===== src/rtl/rxq_pkg.sv =====
package rxq_pkg;

    // Per-character flags, stored alongside every queue entry.
    typedef struct packed {
        logic brk;
        logic frm;
        logic par;
    } rxq_flags_t;

    localparam rxq_flags_t RXQ_FLAGS_NONE = '{brk: 1'b0, frm: 1'b0, par: 1'b0};

    // Where an arriving character goes in the current cycle.
    typedef enum logic [1:0] {
        RXQ_ROUTE_NONE    = 2'd0,
        RXQ_ROUTE_DIRECT  = 2'd1,
        RXQ_ROUTE_PARK    = 2'd2,
        RXQ_ROUTE_CLOBBER = 2'd3
    } rxq_route_e;

    // Circular pointer step for a depth that need not be a power of two.
    function automatic int unsigned rxq_wrap_inc(input int unsigned ptr,
                                                 input int unsigned depth);
        return (ptr + 1 >= depth) ? 0 : ptr + 1;
    endfunction

endpackage


===== src/rtl/rxq_fifo.sv =====
module rxq_fifo
    import rxq_pkg::*;
#(
    parameter int DEPTH  = 3,
    parameter int DATA_W = 8
) (
    input  logic                          clk,
    input  logic                          rst,
    input  logic                          wr_en,
    input  logic [DATA_W-1:0]             wr_data,
    input  rxq_flags_t                    wr_flags,
    input  logic                          rd_en,
    output logic [DATA_W-1:0]             head_data,
    output rxq_flags_t                    head_flags,
    output logic [$clog2(DEPTH+1)-1:0]    count
);
    localparam int PTR_W = (DEPTH > 1) ? $clog2(DEPTH) : 1;
    localparam int CNT_W = $clog2(DEPTH + 1);

    logic [DATA_W-1:0] mem_data  [DEPTH];
    rxq_flags_t        mem_flags [DEPTH];
    logic [PTR_W-1:0]  wr_ptr;
    logic [PTR_W-1:0]  rd_ptr;

    // One register slot per entry, written when the write pointer selects it.
    for (genvar g = 0; g < DEPTH; g++) begin : g_entry
        always_ff @(posedge clk) begin
            if (rst) begin
                mem_data[g]  <= '0;
                mem_flags[g] <= RXQ_FLAGS_NONE;
            end else if (wr_en && (wr_ptr == PTR_W'(g))) begin
                mem_data[g]  <= wr_data;
                mem_flags[g] <= wr_flags;
            end
        end
    end

    always_ff @(posedge clk) begin
        if (rst) begin
            wr_ptr <= '0;
            rd_ptr <= '0;
            count  <= '0;
        end else begin
            if (wr_en) begin
                wr_ptr <= PTR_W'(rxq_wrap_inc(int'(wr_ptr), DEPTH));
            end
            if (rd_en) begin
                rd_ptr <= PTR_W'(rxq_wrap_inc(int'(rd_ptr), DEPTH));
            end
            count <= count + CNT_W'(wr_en) - CNT_W'(rd_en);
        end
    end

    assign head_data  = mem_data[rd_ptr];
    assign head_flags = mem_flags[rd_ptr];

endmodule


===== src/rtl/rxq_hold_slot.sv =====
module rxq_hold_slot
    import rxq_pkg::*;
#(
    parameter int DEPTH  = 3,
    parameter int DATA_W = 8
) (
    input  logic                          clk,
    input  logic                          rst,
    input  logic                          in_valid,
    input  logic [DATA_W-1:0]             in_data,
    input  rxq_flags_t                    in_flags,
    input  logic [$clog2(DEPTH+1)-1:0]    fifo_count,
    input  logic                          fifo_pop,
    input  logic                          clr_err,
    output logic                          wr_en,
    output logic [DATA_W-1:0]             wr_data,
    output rxq_flags_t                    wr_flags,
    output logic                          hold_valid,
    output logic                          overrun
);
    localparam int CNT_W = $clog2(DEPTH + 1);

    logic [DATA_W-1:0] hold_data;
    rxq_flags_t        hold_flags;
    logic [CNT_W-1:0]  count_after_pop;
    logic              room;
    logic              hold_moves;
    rxq_route_e        route;

    assign count_after_pop = fifo_count - CNT_W'(fifo_pop);
    assign room            = (count_after_pop < CNT_W'(DEPTH));
    assign hold_moves      = hold_valid && room;

    always_comb begin
        route = RXQ_ROUTE_NONE;
        if (in_valid) begin
            if (hold_valid && !hold_moves) begin
                route = RXQ_ROUTE_CLOBBER;
            end else if (!hold_valid && room) begin
                route = RXQ_ROUTE_DIRECT;
            end else begin
                route = RXQ_ROUTE_PARK;
            end
        end
    end

    // Single queue write port: the parked character has priority.
    always_comb begin
        wr_en    = 1'b0;
        wr_data  = in_data;
        wr_flags = in_flags;
        if (hold_moves) begin
            wr_en    = 1'b1;
            wr_data  = hold_data;
            wr_flags = hold_flags;
        end else if (route == RXQ_ROUTE_DIRECT) begin
            wr_en = 1'b1;
        end
    end

    always_ff @(posedge clk) begin
        if (rst) begin
            hold_valid <= 1'b0;
            hold_data  <= '0;
            hold_flags <= RXQ_FLAGS_NONE;
            overrun    <= 1'b0;
        end else begin
            case (route)
                RXQ_ROUTE_PARK, RXQ_ROUTE_CLOBBER: begin
                    hold_valid <= 1'b1;
                    hold_data  <= in_data;
                    hold_flags <= in_flags;
                end
                default: begin
                    if (hold_moves) begin
                        hold_valid <= 1'b0;
                    end
                end
            endcase
            overrun <= (route == RXQ_ROUTE_CLOBBER) || (overrun && !clr_err);
        end
    end

endmodule


===== src/rtl/rxq_break_seq.sv =====
module rxq_break_seq (
    input  logic clk,
    input  logic rst,
    input  logic char_valid,
    input  logic char_is_brk,
    input  logic line_idle,
    output logic char_accept,
    output logic in_brk,
    output logic brk_chg
);
    logic brk_start;
    logic brk_end;

    assign char_accept = char_valid && !in_brk;
    assign brk_start   = char_accept && char_is_brk;
    assign brk_end     = in_brk && line_idle;

    always_ff @(posedge clk) begin
        if (rst) begin
            in_brk  <= 1'b0;
            brk_chg <= 1'b0;
        end else begin
            brk_chg <= brk_start || brk_end;
            if (brk_end) begin
                in_brk <= 1'b0;
            end else if (brk_start) begin
                in_brk <= 1'b1;
            end
        end
    end

endmodule


===== src/rtl/rxq_status.sv =====
module rxq_status
    import rxq_pkg::*;
#(
    parameter int DEPTH  = 3,
    parameter int DATA_W = 8
) (
    input  logic              clk,
    input  logic              rst,
    input  logic              rx_valid,
    input  logic [DATA_W-1:0] rx_data,
    input  logic              rx_frm_err,
    input  logic              rx_par_bit,
    input  logic              rx_line_idle,
    input  logic              cpu_rd,
    input  logic              cmd_clr_err,
    output logic [DATA_W-1:0] rd_data,
    output logic              stat_rxrdy,
    output logic              stat_ffull,
    output logic              stat_ovr,
    output logic              stat_brk,
    output logic              stat_frm,
    output logic              stat_par,
    output logic              irq_brk_chg
);
    localparam int CNT_W = $clog2(DEPTH + 1);

    logic              is_brk_char;
    logic              char_accept;
    logic              in_brk;
    rxq_flags_t        new_flags;
    logic              fifo_wr;
    logic [DATA_W-1:0] fifo_wr_data;
    rxq_flags_t        fifo_wr_flags;
    logic              fifo_rd;
    logic [DATA_W-1:0] head_data;
    rxq_flags_t        head_flags;
    logic [CNT_W-1:0]  fifo_count;
    logic              hold_valid;

    assign is_brk_char = rx_frm_err && (rx_data == '0);
    assign new_flags   = '{brk: is_brk_char, frm: rx_frm_err, par: rx_par_bit};
    assign fifo_rd     = cpu_rd && (fifo_count != '0);

    rxq_break_seq u_brk (
        .clk         (clk),
        .rst         (rst),
        .char_valid  (rx_valid),
        .char_is_brk (is_brk_char),
        .line_idle   (rx_line_idle),
        .char_accept (char_accept),
        .in_brk      (in_brk),
        .brk_chg     (irq_brk_chg)
    );

    rxq_hold_slot #(.DEPTH(DEPTH), .DATA_W(DATA_W)) u_hold (
        .clk        (clk),
        .rst        (rst),
        .in_valid   (char_accept),
        .in_data    (rx_data),
        .in_flags   (new_flags),
        .fifo_count (fifo_count),
        .fifo_pop   (fifo_rd),
        .clr_err    (cmd_clr_err),
        .wr_en      (fifo_wr),
        .wr_data    (fifo_wr_data),
        .wr_flags   (fifo_wr_flags),
        .hold_valid (hold_valid),
        .overrun    (stat_ovr)
    );

    rxq_fifo #(.DEPTH(DEPTH), .DATA_W(DATA_W)) u_fifo (
        .clk        (clk),
        .rst        (rst),
        .wr_en      (fifo_wr),
        .wr_data    (fifo_wr_data),
        .wr_flags   (fifo_wr_flags),
        .rd_en      (fifo_rd),
        .head_data  (head_data),
        .head_flags (head_flags),
        .count      (fifo_count)
    );

    assign stat_rxrdy = (fifo_count != '0);
    assign stat_ffull = (fifo_count == CNT_W'(DEPTH));
    assign rd_data    = stat_rxrdy ? head_data : '0;
    assign stat_brk   = stat_rxrdy && head_flags.brk;
    assign stat_frm   = stat_rxrdy && head_flags.frm;
    assign stat_par   = stat_rxrdy && head_flags.par;

endmodule


===== config.mk =====
export PLATFORM = sky130hd
export DESIGN_NAME = rxq_status
export DESIGN_NICKNAME = d
export VERILOG_FILES = /design/src/rtl/rxq_pkg.sv /design/src/rtl/rxq_fifo.sv /design/src/rtl/rxq_hold_slot.sv /design/src/rtl/rxq_break_seq.sv /design/src/rtl/rxq_status.sv
export SDC_FILE = /design/constraint.sdc
export NUM_CORES = 1
export LEC_CHECK = 0
export ABC_AREA = 0
export BUFFER_PORTS_ARGS = -buffer_cell sky130_fd_sc_hd__buf_2
export CORE_MARGIN = 2
export CORE_UTILIZATION = 52
export DETAILED_ROUTE_END_ITERATION = 8
export PLACE_DENSITY = 0.72
export SYNTH_ARGS = -nofsm -noshare
export SYNTH_HDL_FRONTEND = slang
export SYNTH_SLANG_ARGS = --single-unit

===== constraint.sdc =====
create_clock -name clk -period 3.7 [get_ports clk]
set_clock_uncertainty 0.15 [all_clocks]
set_input_delay 0.37 -clock clk [delete_from_list [all_inputs] [get_ports clk]]
set_output_delay 0.37 -clock clk [all_outputs]
set_load 0.01 [all_outputs]

Word-level counts from Yosys, hierarchy flattened
Memory sizes are Yosys's and may differ from the RTL's. A register that Yosys moved wholly into a read port is not among the register bits.
Cells that the tools add are included.
W data, S select, Z words.
{"block": "totals", "memories": 2, "input_bits": 16, "ramBits": 33, "reg_bits": 21, "elab_cells": 93}
{"block": "op_classes", "eq_ne": 6, "n_addsub": 5, "bitwise_logic": 6, "n_reduce_logical": 27, "magnitude_cmp": 3, "muxes": 33}
{"name": "u_fifo.mem_data", "words": 3, "word_bits": 8, "rd": 1, "rd_clocked_by_memory_dff": 1, "wr": 3, "line_no": "rxq_fifo.sv:20", "source": "logic [DATA_W-1:0] mem_data [DEPTH];"}
{"name": "u_fifo.mem_flags", "words": 3, "word_bits": 3, "rd": 1, "rd_clocked_by_memory_dff": 1, "wr": 3, "line_no": "rxq_fifo.sv:21", "source": "rxq_flags_t mem_flags [DEPTH];"}
{"op": "$mux W8", "count": 5}
{"op": "$mux W2", "count": 9}
{"op": "$logic_and A1 B1 Y1", "count": 15}
{"op": "$mux W1", "count": 15}
{"op": "$mux W3", "count": 4}
{"op": "$eq A2 B2 Y1 const B", "count": 4}
{"op": "$logic_not A8 Y1", "count": 1}
{"op": "$add A2 B1 Y3 const B", "count": 2}
{"op": "$ge A3 B2 Y1 const B", "count": 2}
{"op": "$or A1 B1 Y1", "count": 6}
{"op": "$eq A2 B1 Y1 const B", "count": 2}
{"op": "$logic_not A1 Y1", "count": 4}
{"op": "$reduce_bool A2 Y1", "count": 2}
{"op": "$reduce_or A2 Y1", "count": 2}
{"op": "$sub A2 B1 Y2", "count": 2}
{"op": "$add A2 B1 Y2", "count": 1}
{"op": "$logic_not A2 Y1", "count": 1}
{"op": "$logic_or A1 B1 Y1", "count": 2}
{"op": "$lt A2 B2 Y1 const B", "count": 1}

Logic depth before layout (Yosys ltp)
Gate-level depths: netlist of the first run.
{"block": "logic_depth", "depth_word": 17, "ltp_mapped": 15, "mapped_depth_nobuf": 14}

Hierarchy
From an unflattened synthesis of the first run, not the netlist that was laid out.
{"block": "hier_totals", "cells_unflattened": 247, "hier_area_um2": 2796.4}
{"mod": "rxq_fifo", "cells_per_inst": 140, "area_per_inst_um2": 1840.5, "instances": 1, "seq_area_each_um2": 1151.1}
{"mod": "rxq_hold_slot", "cells_per_inst": 80, "area_per_inst_um2": 742.0, "instances": 1, "seq_area_each_um2": 260.2}
{"mod": "rxq_status", "cells_per_inst": 19, "area_per_inst_um2": 117.6, "instances": 1, "seq_area_each_um2": 0.0}
{"mod": "rxq_break_seq", "cells_per_inst": 8, "area_per_inst_um2": 96.3, "instances": 1, "seq_area_each_um2": 40.0}

Worst setup path before layout of the first run
Ideal clock, no wire load.
{"block": "synth_timing", "kind": "register to register", "start": "reg u_fifo.count[1]", "end": "mem u_fifo.mem_data[0][0], enable pin", "arrival_time_ns": 3.032, "t_required_ns": 3.153, "path_slack_ns": 0.121, "period_less_slack_ns": 3.579, "path_stages_with_launch": 10, "path_buffers": 0, "setup_time_ns": 0.397, "path_cell_list": "dfxtp_1 o21ai_0 inv_1 ha_1 xor2_1 or2b_1 ha_1 and4bb_4 nor2_1 o31ai_1"}
{"element": "start: declaration", "line_no": "rxq_fifo.sv:15", "source": "output logic [$clog2(DEPTH+1)-1:0] count"}
{"element": "start signal: assignment", "line_no": "rxq_fifo.sv:50", "source": "count <= count + CNT_W'(wr_en) - CNT_W'(rd_en);"}
{"element": "end: declaration", "line_no": "rxq_fifo.sv:20"}

Worst setup path in the final report of the first run
{"block": "layout_timing", "start": "reg u_fifo.count[1]", "end": "reg u_fifo.count[1]"}
{"block": "layout_between", "elab_chain_len": 14}
{"element": "$reduce_bool A2 Y1 *", "line_no": "rxq_status.sv:42", "source": "assign fifo_rd = cpu_rd && (fifo_count != '0);"}
{"element": "$logic_and A1 B1 Y1 *", "line_no": "rxq_status.sv:42"}
{"element": "named net fifo_rd", "line_no": "rxq_status.sv:34", "source": "logic fifo_rd;"}
{"element": "$sub A2 B1 Y2", "line_no": "rxq_hold_slot.sv:30", "source": "assign count_after_pop = fifo_count - CNT_W'(fifo_pop);"}
{"element": "$lt A2 B2 Y1", "line_no": "rxq_hold_slot.sv:31", "source": "assign room = (count_after_pop < CNT_W'(DEPTH));"}
{"element": "$logic_and A1 B1 Y1", "line_no": "rxq_hold_slot.sv:32", "source": "assign hold_moves = hold_valid && room;"}
{"element": "$logic_not A1 Y1", "line_no": "rxq_hold_slot.sv:37", "source": "if (hold_valid && !hold_moves) begin"}
{"element": "$logic_and A1 B1 Y1", "line_no": "rxq_hold_slot.sv:37"}
{"element": "$mux W2", "line_no": "rxq_hold_slot.sv:37"}
{"element": "$mux W2", "line_no": "rxq_hold_slot.sv:36", "source": "if (in_valid) begin"}
{"element": "$eq A2 B1 Y1", "line_no": "rxq_hold_slot.sv:56", "source": "end else if (route == RXQ_ROUTE_DIRECT) begin"}
{"element": "$mux W1", "line_no": "rxq_hold_slot.sv:56"}
{"element": "$mux W1", "line_no": "rxq_hold_slot.sv:52", "source": "if (hold_moves) begin"}
{"element": "$add A2 B1 Y2", "line_no": "rxq_fifo.sv:50"}
{"element": "$sub A2 B1 Y2 *", "line_no": "rxq_fifo.sv:50"}
Mark *: on every way through the listed nets, which the timed path passes. The rest lies on a longest branch.
A chain may end at the register's enable or synchronous reset.

==> results.yml, run 1 <==
die:
  die-area_um2: 5513
  rows: 25
  initial_core_util: 0.5397
  die_h_um: 74.25
  core_area_um2: 4755
  die_x_um: 74.25
  pin_count: 31
timing:
  fmax_mhz: 292.1
  period_needed_ps: 3424
  drv_slew: 0
  finalSetupTns_ps: 0
  relSlewSlack: 0.4755
  hold_violations: 0
  holdWs_ps: 162.6
  fin_crit_sh: 0.9254
  rsz0062_at_grt: "false"
  setup_violations: 0
  worstMarginPinSlew_ps: 783.8
placement:
  place.port_buffers: 30
  place_area_um2: 2796
  place_congestion: 0.7469
  dpl.hpwl_um: 3264
drt:
  drc: 0
  postRouteAntennaNets: 0
  viasPerCell: 5.079
  drt_pass1_iterations: 4
  route.met2.wl_um: 2228
  drt-met1-wl_um: 2286
  drt-total-wl_um: 4718
  drt_iter0_drc: 131
  num_vias: 1732
  wl_met3_um: 127
  wl_per_cell_um: 13.84
  top_layer: "met4"
finish:
  drive_gt1_frac: 0.2226
  final_common_cell: "nor2_1"
  fin_area_um2: 2880
  layout_common_cells: "49 x nor2_1, 33 x edfxtp_1, 30 x buf_2"
  n_antenna_cell: 0
  nNetsFinal: 294
  areaGrowthSynthToFinish_pct: 12.24
  num-fill-cells: 427
synthesis:
  yosys.area.top_type: "edfxtp_1"
  syn_area_per_cell_um2: 10.65
  synth_edf_count: 33
  syn-cell-area_um2: 2566
  netlist_instances: 241
  synth-main-ff-cell: "edfxtp_1"
  ys_seq_area_frac: 0.5656
  ys_seq_elements: 56
  synth_area_leaders: "edfxtp_1 39%, dfxtp_1 18%, mux2i_1 8.2%, nor2_1 7.2%, mux2_2 4.8%"
  ys_warn_count: 0
  synth_top_area_share: 0.3862
  synth.distinct_cells: 34
  postSynth.asyncResetShare: 0
  syn_nets: 262
clock_network:
  cts_tree: "built"
  clk_latency_ps: 300
  cts_made_buffers: 5
  cts-root-buf: "clkbuf_8"
  htreeDepth: 2
  cts_buffer_depth: 2
  post-cts-setup-buffer-count: 0
  cts_hold_buf: 0
  cts.sinks: 56
  clkSlewWorstSetupHoldPaths_ps: 90
status:
  status: "finished, final reports clean"
power_and_ir_drop:
  power_density_nw_per_um2: 602.7
  p_int_mw: 1.174
  vdd_drop_max_mv: 0.2756
  p_leak_nw: 1.082
  finalPower_mw: 1.736
  p_sw_frac: 0.3239
  p_switching_mw: 0.5622
  pwr-share-comb: 0.316
  p_seq_frac: 0.497
  power_frac_clock: 0.187
global_route:
  grt_pass1_wl_um: 7790
  grt_max_degree: 22
  overflow: 0
  track_usage: 0.1920
  antenna_found_initial: 0
  grt_pass1_vias: 1620
critical_path:
  critPathRequiredTime_ps: 3780
  cp-end-kind: "flip-flop"
  worstSetupPathType: "flip-flop to flip-flop"
  crit_path_max_fanout: 7
  cp-start-kind: "flip-flop"
  arrival_ps: 3510
worst_hold_path:
  hold_class: "primary input to flip-flop"
flow_run:
  drv_cap: 0
logic make-up (layout without fill, tap and decap cells):
| group | Yosys count | in the layout | synth area share |
|---|---|---|---|
| DFF | 56 | 56 | 0.5656 |
| xor gates and xnor gates | 2 | 2 | 0.006827 |
| adders and majority gates | 5 | 5 | 0.02438 |
| buffers and inverters | 20 | 53 | 0.03364 |
| and+or+nand+nor | 99 | 99 | 0.1794 |
| AOI/OAI and AO/OA | 27 | 27 | 0.05997 |
| muxes | 32 | 32 | 0.1302 |
path summary, 6_finish.rpt:
check                                     from                           endpoint  slack [ps]  depth (start not counted)
max                 u_fifo.count[1]$_SDFF_PP0_         u_fifo.count[1]$_SDFF_PP0_         280                         14
min                                 rx_data[2]   u_hold.hold_data[2]$_SDFFE_PP0P_         160                          3
max reg2reg         u_fifo.count[1]$_SDFF_PP0_         u_fifo.count[1]$_SDFF_PP0_         280                         14
min reg2reg  u_hold.hold_flags[2]$_SDFFE_PP0P_  u_hold.hold_flags[2]$_SDFFE_PP0P_         310                          2
synthesized netlist by cell type (3+ instances only):
cell type and n:
edfxtp_1 33, nand2_1 27, inv_1 8, nor2_1 49, mux2_2 11, clkbuf_1 3, buf_2 9, a21oi_1 16
ha_1 5, o21ai_0 3, mux2i_1 21, nor2b_1 3, or3b_2 3, dfxtp_1 23
power groups by stage:
stage,Sequential (mW),Combinational [mW],Clock (mW)
after floorplan,0.847,0.416,0
after global placement,0.871,0.544,0
after detailed placement,0.877,0.555,0
after CTS,0.864,0.558,0.332
after global routing,0.878,0.623,0.356
final,0.862,0.549,0.325
registers in the layout (all words and copies together), names as in the netlist, named ones only:
signal,cells
u_hold.overrun,1
u_hold.hold_valid,1
u_fifo.mem_data,24
u_brk.brk_chg,1
u_fifo.wr_ptr,2
u_fifo.rd_ptr,2
u_fifo.mem_flags,9
u_fifo.count,2
u_hold.hold_flags,3
u_hold.hold_data,8
u_brk.in_brk,1
area by class of cell:
class / instances / area, um^2 / share of cell area
Inverter: 8 / 30.03 / 0.01043
Clock buffer: 6 / 72.57 / 0.02520
Tap cell: 67 / 83.83 / 0.02911
Sequential cell: 56 / 1451 / 0.5039
Multi-Input combinational cell: 165 / 1028 / 0.3571
Clock inverter: 2 / 11.26 / 0.003910
Timing Repair Buffer: 37 / 202.7 / 0.07037
per-layer routing:
metal / track usage / vias up
met4: 0.06548 / 0
met5: 0 / -
li1: - / 896
met1: 0.2641 / 802
met3: 0.04065 / 6
met2: 0.3056 / 28
timing repair:
| action | 4_1_cts | 5_1_grt |
|---|---|---|
| endpoints found under the hold margin | 0 | 0 |
| resized for setup | 0 | 1 |
| setup endpoints to repair | 0 | 1 |
worst max-delay path, stage by stage, from the launching register on:
cell and delay (ps):
dfxtp_1 370, o21ai_1 280, inv_1 110, ha_1 220
xor2_1 220, or2b_1 270, ha_1 290, and4bb_4 390
nor2_1 80, ha_1 300, inv_1 40, ha_1 180
xor2_1 150, and2_2 180, nor3_1 130
metrics by stage:
step	util	cells	setup WS (ps)
2_1_floorplan	-	241	120.9
3_3_place_gp	0.5882	333	293.7
3_5_place_dp	0.5882	333	179.8
4_1_cts	0.6058	341	141.6
5_1_grt	0.6058	341	68.53
6_report	0.6058	341	275.9
Note: power is estimated with default switching activity, not from simulation.
==> run 2: changes to the inputs <==
- SYNTH_HIERARCHICAL: unset -> 1
==> run 2 against run 1 <==
  * First-iteration DRC count shrank 42%
  * Routed wire length decreased by 4.4%
  * Flip-flop and latch count did not move
  * Via count is 3.0% lower
  * Die area rose by 8.5%
  * Sequential power shrank 0.8%
==> results.yml, run 2 <==
status:
  status: "finished, final reports clean"
worst_hold_path:
  hold_class: "primary input to flip-flop"
  hold_path_end: "u_hold/hold_data[0]$_SDFFE_PP0P_"
  hold_depth: 3
  hp-start: "rx_data[0]"
timing:
  hold_violations: 0
  fin_crit_sh: 0.8604
  drv_slew: 0
  worstMarginPinSlew_ps: 641.7
  rsz0062_at_grt: "false"
  fmax_mhz: 314.1
  period_needed_ps: 3183
  relSlewSlack: 0.5716
  finalSetupTns_ps: 0
  setup_violations: 0
synthesis:
  yosys.area_share.adder: 0.02237
  synth_area_leaders: "edfxtp_1 35%, dfxtp_1 16%, and2_1 7.6%, mux2i_1 3.9%, a21oi_2 3.8%"
  synthTopCellsByCount: "34 x and2_1, 33 x edfxtp_1, 27 x nand2_1"
  netlist_instances: 247
  synthMuxAreaShare: 0.08367
  postSynth.asyncResetShare: 0
  synth-main-ff-cell: "edfxtp_1"
  syn-cell-area_um2: 2796
  synth_compound_area_frac: 0.07830
  syn_area_per_cell_um2: 11.32
  synth_edf_count: 33
  syn_nets: 268
  yosys.area_share.simple: 0.2412
  synth_top_family_by_area: "simple AND/OR/NAND/NOR gates"
  ys_seq_elements: 56
  ys_seq_area_frac: 0.5190
  yosysMostFrequentCell: "and2_1"
  ys_warn_count: 6
  synth_top_area_share: 0.3544
  yosys.area.top_type: "edfxtp_1"
  synth.distinct_cells: 39
  synth_xor_area_frac: 0.01119
die:
  core_area_um2: 5140
  pin_count: 31
  die-area_um2: 5981
  die_x_um: 77.34
  initial_core_util: 0.5441
  die_h_um: 77.34
  rows: 26
power_and_ir_drop:
  p_leak_nw: 1.179
  vdd_drop_max_mv: 0.3345
  power_density_nw_per_um2: 552.3
clock_network:
  cts_hold_buf: 0
  clkSlewWorstSetupHoldPaths_ps: 100
  cts_tree: "built"
  post-cts-setup-buffer-count: 0
  cts-root-buf: "clkbuf_8"
  cts_buffer_depth: 2
  htreeDepth: 2
  post_cts_resized: 0
  cts_made_buffers: 5
  cts.sinks: 56
  clk_latency_ps: 310
critical_path:
  crit_start: "u_fifo/count[1]$_SDFF_PP0_"
  rr_endpoint: "u_fifo/mem_data[0][5]$_SDFFCE_PN0P_"
  cp-end-kind: "flip-flop"
  arrival_ps: 2990
  reg2reg_depth: 10
  r2r-start: "u_fifo/count[1]$_SDFF_PP0_"
  crit_path_max_fanout: 11
  critPathRequiredTime_ps: 3510
  reg2reg_slack_ps: 520
  worstSetupPathType: "flip-flop to flip-flop"
  cp-start-kind: "flip-flop"
drt:
  drt_iter0_drc: 76
  drt_pass1_iterations: 4
  num_vias: 1680
  drt-total-wl_um: 4510
  wl_per_cell_um: 13.03
  postRouteAntennaNets: 0
  viasPerCell: 4.855
  drc: 0
flow_run:
  drv_cap: 0
finish:
  num-fill-cells: 465
  reg_top3: "u_fifo/mem_data x24, u_fifo/mem_flags x9, u_hold/hold_data x8"
  layout_common_cells: "34 x and2_1, 33 x edfxtp_1, 30 x buf_2"
  drive_gt1_frac: 0.2536
  nNetsFinal: 296
  areaGrowthSynthToFinish_pct: 9.620
  fin_area_um2: 3065
  fin_util: 0.5964
  final_common_cell: "and2_1"
  largest_reg_flops: 24
  n_antenna_cell: 0
  regMostFlops: "u_fifo/mem_data"
placement:
  place_area_um2: 2959
  dpl.hpwl_um: 3159
  place.port_buffers: 30
  place_congestion: 0.7320
global_route:
  grt_max_degree: 28
  overflow: 0
  grt_pass1_vias: 1609
  antenna_found_initial: 0
  grt_pass1_wl_um: 7859
  track_usage: 0.1669
run 2: cell count changes after synthesis, moves of 3 or more:
cell,previous run,this run
a21oi_1,16,7
buf_2,9,3
nand2b_1,1,7
or3b_2,3,0
nand2_2,0,10
buf_6,0,4
and2_1,2,34
a21oi_2,0,12
nor2_1,49,3
mux2_1,0,9
mux2_2,11,2
nor2b_1,3,15
o21ai_1,0,10
mux2i_1,21,11
run 2: cell type report:
type / count / area (um^2) / area share
Sequential cell: 56 / 1451 / 0.4735
Multi-Input combinational cell: 172 / 1221 / 0.3984
Timing Repair Buffer: 33 / 172.7 / 0.05633
Clock buffer: 6 / 93.84 / 0.03061
Tap cell: 70 / 87.58 / 0.02857
Inverter: 7 / 26.28 / 0.008571
Clock inverter: 2 / 12.51 / 0.004082
run 2: layer usage:
metal  wire length, um  vias to the layer above  track usage
li1                  -                      894            -
met1              2342                      748       0.2362
met2              1941                       34       0.2635
met3               176                        4      0.02791
met4                48                        0      0.05357
met5                 0                        -            0
run 2: report_power, final:
part,total (mW),switching [mW],internal (mW)
Clock,0.370,0.196,0.173
Combinational,0.468,0.243,0.225
Sequential,0.855,0.0722,0.783
run 2: worst max-delay path, stage by stage (launching register included):
cell and delay [ps]:
dfxtp_1 410, nor2_1 90, nor2b_1 300, ha_1 240
xor2_1 180, nand2_1 100, ha_1 270, inv_1 80
a31o_2 240, or3b_1 390, nand2b_1 380
run 2: how the worst max path moves through the flow:
stage	cells past startpoint	slack, ps	endpoint
final	10	520	u_fifo/mem_data[0][5]$_SDFFCE_PN0P_
after global routing	10	180	u_fifo/mem_data[0][5]$_SDFFCE_PN0P_
after CTS	10	490	u_fifo/mem_data[0][5]$_SDFFCE_PN0P_
after detailed placement	10	520	u_fifo/mem_data[0][1]$_SDFFCE_PN0P_
after global placement	10	610	u_fifo/mem_data[0][5]$_SDFFCE_PN0P_
after floorplan	11	680	u_fifo/mem_data[0][0]$_SDFFCE_PN0P_
run 2: cells by family after synthesis:
kind of cell / after synthesis
xor gates and xnor gates: 2
buffers and inverters: 19
AOI/OAI and AO/OA: 33
and+or+nand+nor: 110
adders and majority gates: 5
muxes: 22
DFF: 56
run 2: stage by stage:
step	power (mW)	worst slack, ps	std cells	hold slack, ps
after detailed placement	1.347	523.5	338	299.0
after global routing	1.808	181.5	346	156.7
after CTS	1.712	493.4	346	146.9
after floorplan	1.227	678.9	247	277.9
after global placement	1.339	612.4	338	290.5
final	1.693	516.7	346	150.0
==> run 3: changes to the inputs <==
- RECOVER_POWER: unset -> 50
==> run 3 against run 2 <==
  * Power down 1.7%
  * Via count about the same
  * Design area down 2.7%
  * Clock-buffer cell count unchanged
  * Combinational power fell by 6.0%
  * Clock power about the same
  * Global-route usage did not move
  * Final cell count unchanged
  * Critical path type unchanged
  * Critical endpoint unchanged
==> results.yml, run 3 (synthesized netlist as in run 2, its figures left out) <==
clock_network:
  cts_buffer_depth: 2
  cts.sinks: 56
  post_cts_resized: 0
  cts_tree: "built"
  clk_latency_ps: 310
  cts-root-buf: "clkbuf_8"
  htreeDepth: 2
  cts_hold_buf: 0
  post-cts-setup-buffer-count: 0
  cts_made_buffers: 5
  clkSlewWorstSetupHoldPaths_ps: 100
critical_path:
  crit_chain: "nor2_1 > nor2b_1 > ha_1 > xor2_1 > nand2_1 > ha_1 > inv_1 > a31o_1 > or3b_1 > nand2b_1"
  arrival_ps: 3050
  cpLargestDelayFamily: "simple AND/OR/NAND/NOR gates"
  path_buf_inv: 1
  critPathRequiredTime_ps: 3510
  cp-start-kind: "flip-flop"
  cp_common_cell: "ha_1"
  cp.depth: 10
  worstSetupPathType: "flip-flop to flip-flop"
  reg2reg_depth: 10
  crit_start: "u_fifo/count[1]$_SDFF_PP0_"
  crit_end: "u_fifo/mem_data[0][5]$_SDFFCE_PN0P_"
  crit_path_max_fanout: 11
  slowest_delay_ps: 420
  rr_endpoint: "u_fifo/mem_data[0][5]$_SDFFCE_PN0P_"
  cp-end-kind: "flip-flop"
  reg2reg_slack_ps: 460
  slowest_stage: "dfxtp_1"
  r2r-start: "u_fifo/count[1]$_SDFF_PP0_"
finish:
  num-fill-cells: 492
  fin_area_um2: 2983
  reg_top3: "u_fifo/mem_data x24, u_fifo/mem_flags x9, u_hold/hold_data x8"
  multiInputGateArea_um2: 1164
  drive_gt1_frac: 0.1522
  n_antenna_cell: 0
  register_area_um2: 1451
  layout_common_cells: "33 x edfxtp_1, 32 x and2_1, 27 x nand2_1"
  largest_reg_flops: 24
  nNetsFinal: 296
  regMostFlops: "u_fifo/mem_data"
  areaGrowthSynthToFinish_pct: 6.667
  final_common_cell: "edfxtp_1"
drt:
  viasPerCell: 4.853
  num_vias: 1679
  drc: 0
  postRouteAntennaNets: 0
  drt_pass1_iterations: 4
  wl_per_cell_um: 13.20
  drt_iter0_drc: 71
  drt-total-wl_um: 4567
status:
  status: "finished, final reports clean"
global_route:
  track_usage: 0.1669
  grt_pass1_vias: 1609
  grt_max_degree: 28
  overflow: 0
  grt_pass1_wl_um: 7859
  antenna_found_initial: 0
power_and_ir_drop:
  p_leak_nw: 1.090
  power_density_nw_per_um2: 557.8
  vdd_drop_max_mv: 0.3265
placement:
  place_congestion: 0.7320
  dpl.hpwl_um: 3159
  place.port_buffers: 30
  place_area_um2: 2959
  pre_cts_slack_ps: 523.5
die:
  pin_count: 31
  die_x_um: 77.34
  die-area_um2: 5981
  core_area_um2: 5140
  rows: 26
  initial_core_util: 0.5441
  die_h_um: 77.34
timing:
  fmax_mhz: 308.7
  rsz0062_at_grt: "false"
  finalSetupTns_ps: 0
  setup_ws_ps: 460.4
  relSlewSlack: 0.5147
  setup_violations: 0
  hold_violations: 0
  drv_slew: 0
  worstMarginPinSlew_ps: 726.1
  period_needed_ps: 3240
  fin_crit_sh: 0.8756
worst_hold_path:
  hold_class: "primary input to flip-flop"
flow_run:
  drv_cap: 0
[run 3: cell types whose count changed in the layout (fill, tap and decap cells not counted), sizes merged]
cell / delta
buf: -16
clkbuf: +16
[run 3: per-stage QoR]
stage                     hold slack (ps)  utilization  instances  total power [mW]
after detailed placement            299.0       0.5757        338             1.347
after floorplan                     277.9            -        247             1.227
after global placement              290.5       0.5757        338             1.339
after CTS                           146.9       0.5964        346             1.712
final                               151.8       0.5803        346             1.664
after global routing                160.6       0.5803        346             1.775
[run 3: where the power goes]
part	switching [mW]	internal, mW	total (mW)	leakage (nW)
sequential	0.0706	0.783	0.854	0.534
combinational	0.241	0.199	0.440	0.505
clock	0.197	0.173	0.371	0.0523
[run 3: worst min path at each step]
stage,startpoint,end,cells past startpoint,slack (ps)
floorplan,u_hold/hold_flags[0]$_SDFFE_PP0P_,u_hold/hold_flags[0]$_SDFFE_PP0P_,2,280
finish,rx_data[1],u_hold/hold_data[1]$_SDFFE_PP0P_,3,150
CTS,rx_data[3],u_hold/hold_data[3]$_SDFFE_PP0P_,3,150
detailed placement,u_hold/hold_flags[1]$_SDFFE_PP0P_,u_hold/hold_flags[1]$_SDFFE_PP0P_,2,300
global placement,u_hold/hold_flags[1]$_SDFFE_PP0P_,u_hold/hold_flags[1]$_SDFFE_PP0P_,2,290
global route,rx_data[1],u_hold/hold_data[1]$_SDFFE_PP0P_,3,160
[run 3: layout make-up]
| cell class | instances | area share |
|---|---|---|
| clock buffer | 6 | 0.03146 |
| clock inverter | 2 | 0.004195 |
| inverter | 7 | 0.008809 |
| multi-input combinational | 172 | 0.3901 |
| sequential | 56 | 0.4866 |
| tap | 70 | 0.02936 |
| timing repair buffer | 33 | 0.04950 |
[run 3: worst min-delay path, cell delays in order]
cell	delay, ps
buf_2	120
nand2_2	50
a21oi_1	40
[run 3: per-layer routing]
| metal | global-route usage | share of wire |
|---|---|---|
| met5 | 0 | 0 |
| met4 | 0.05357 | 0.0099 |
| met3 | 0.02791 | 0.036 |
| met2 | 0.2635 | 0.44 |
| met1 | 0.2362 | 0.51 |
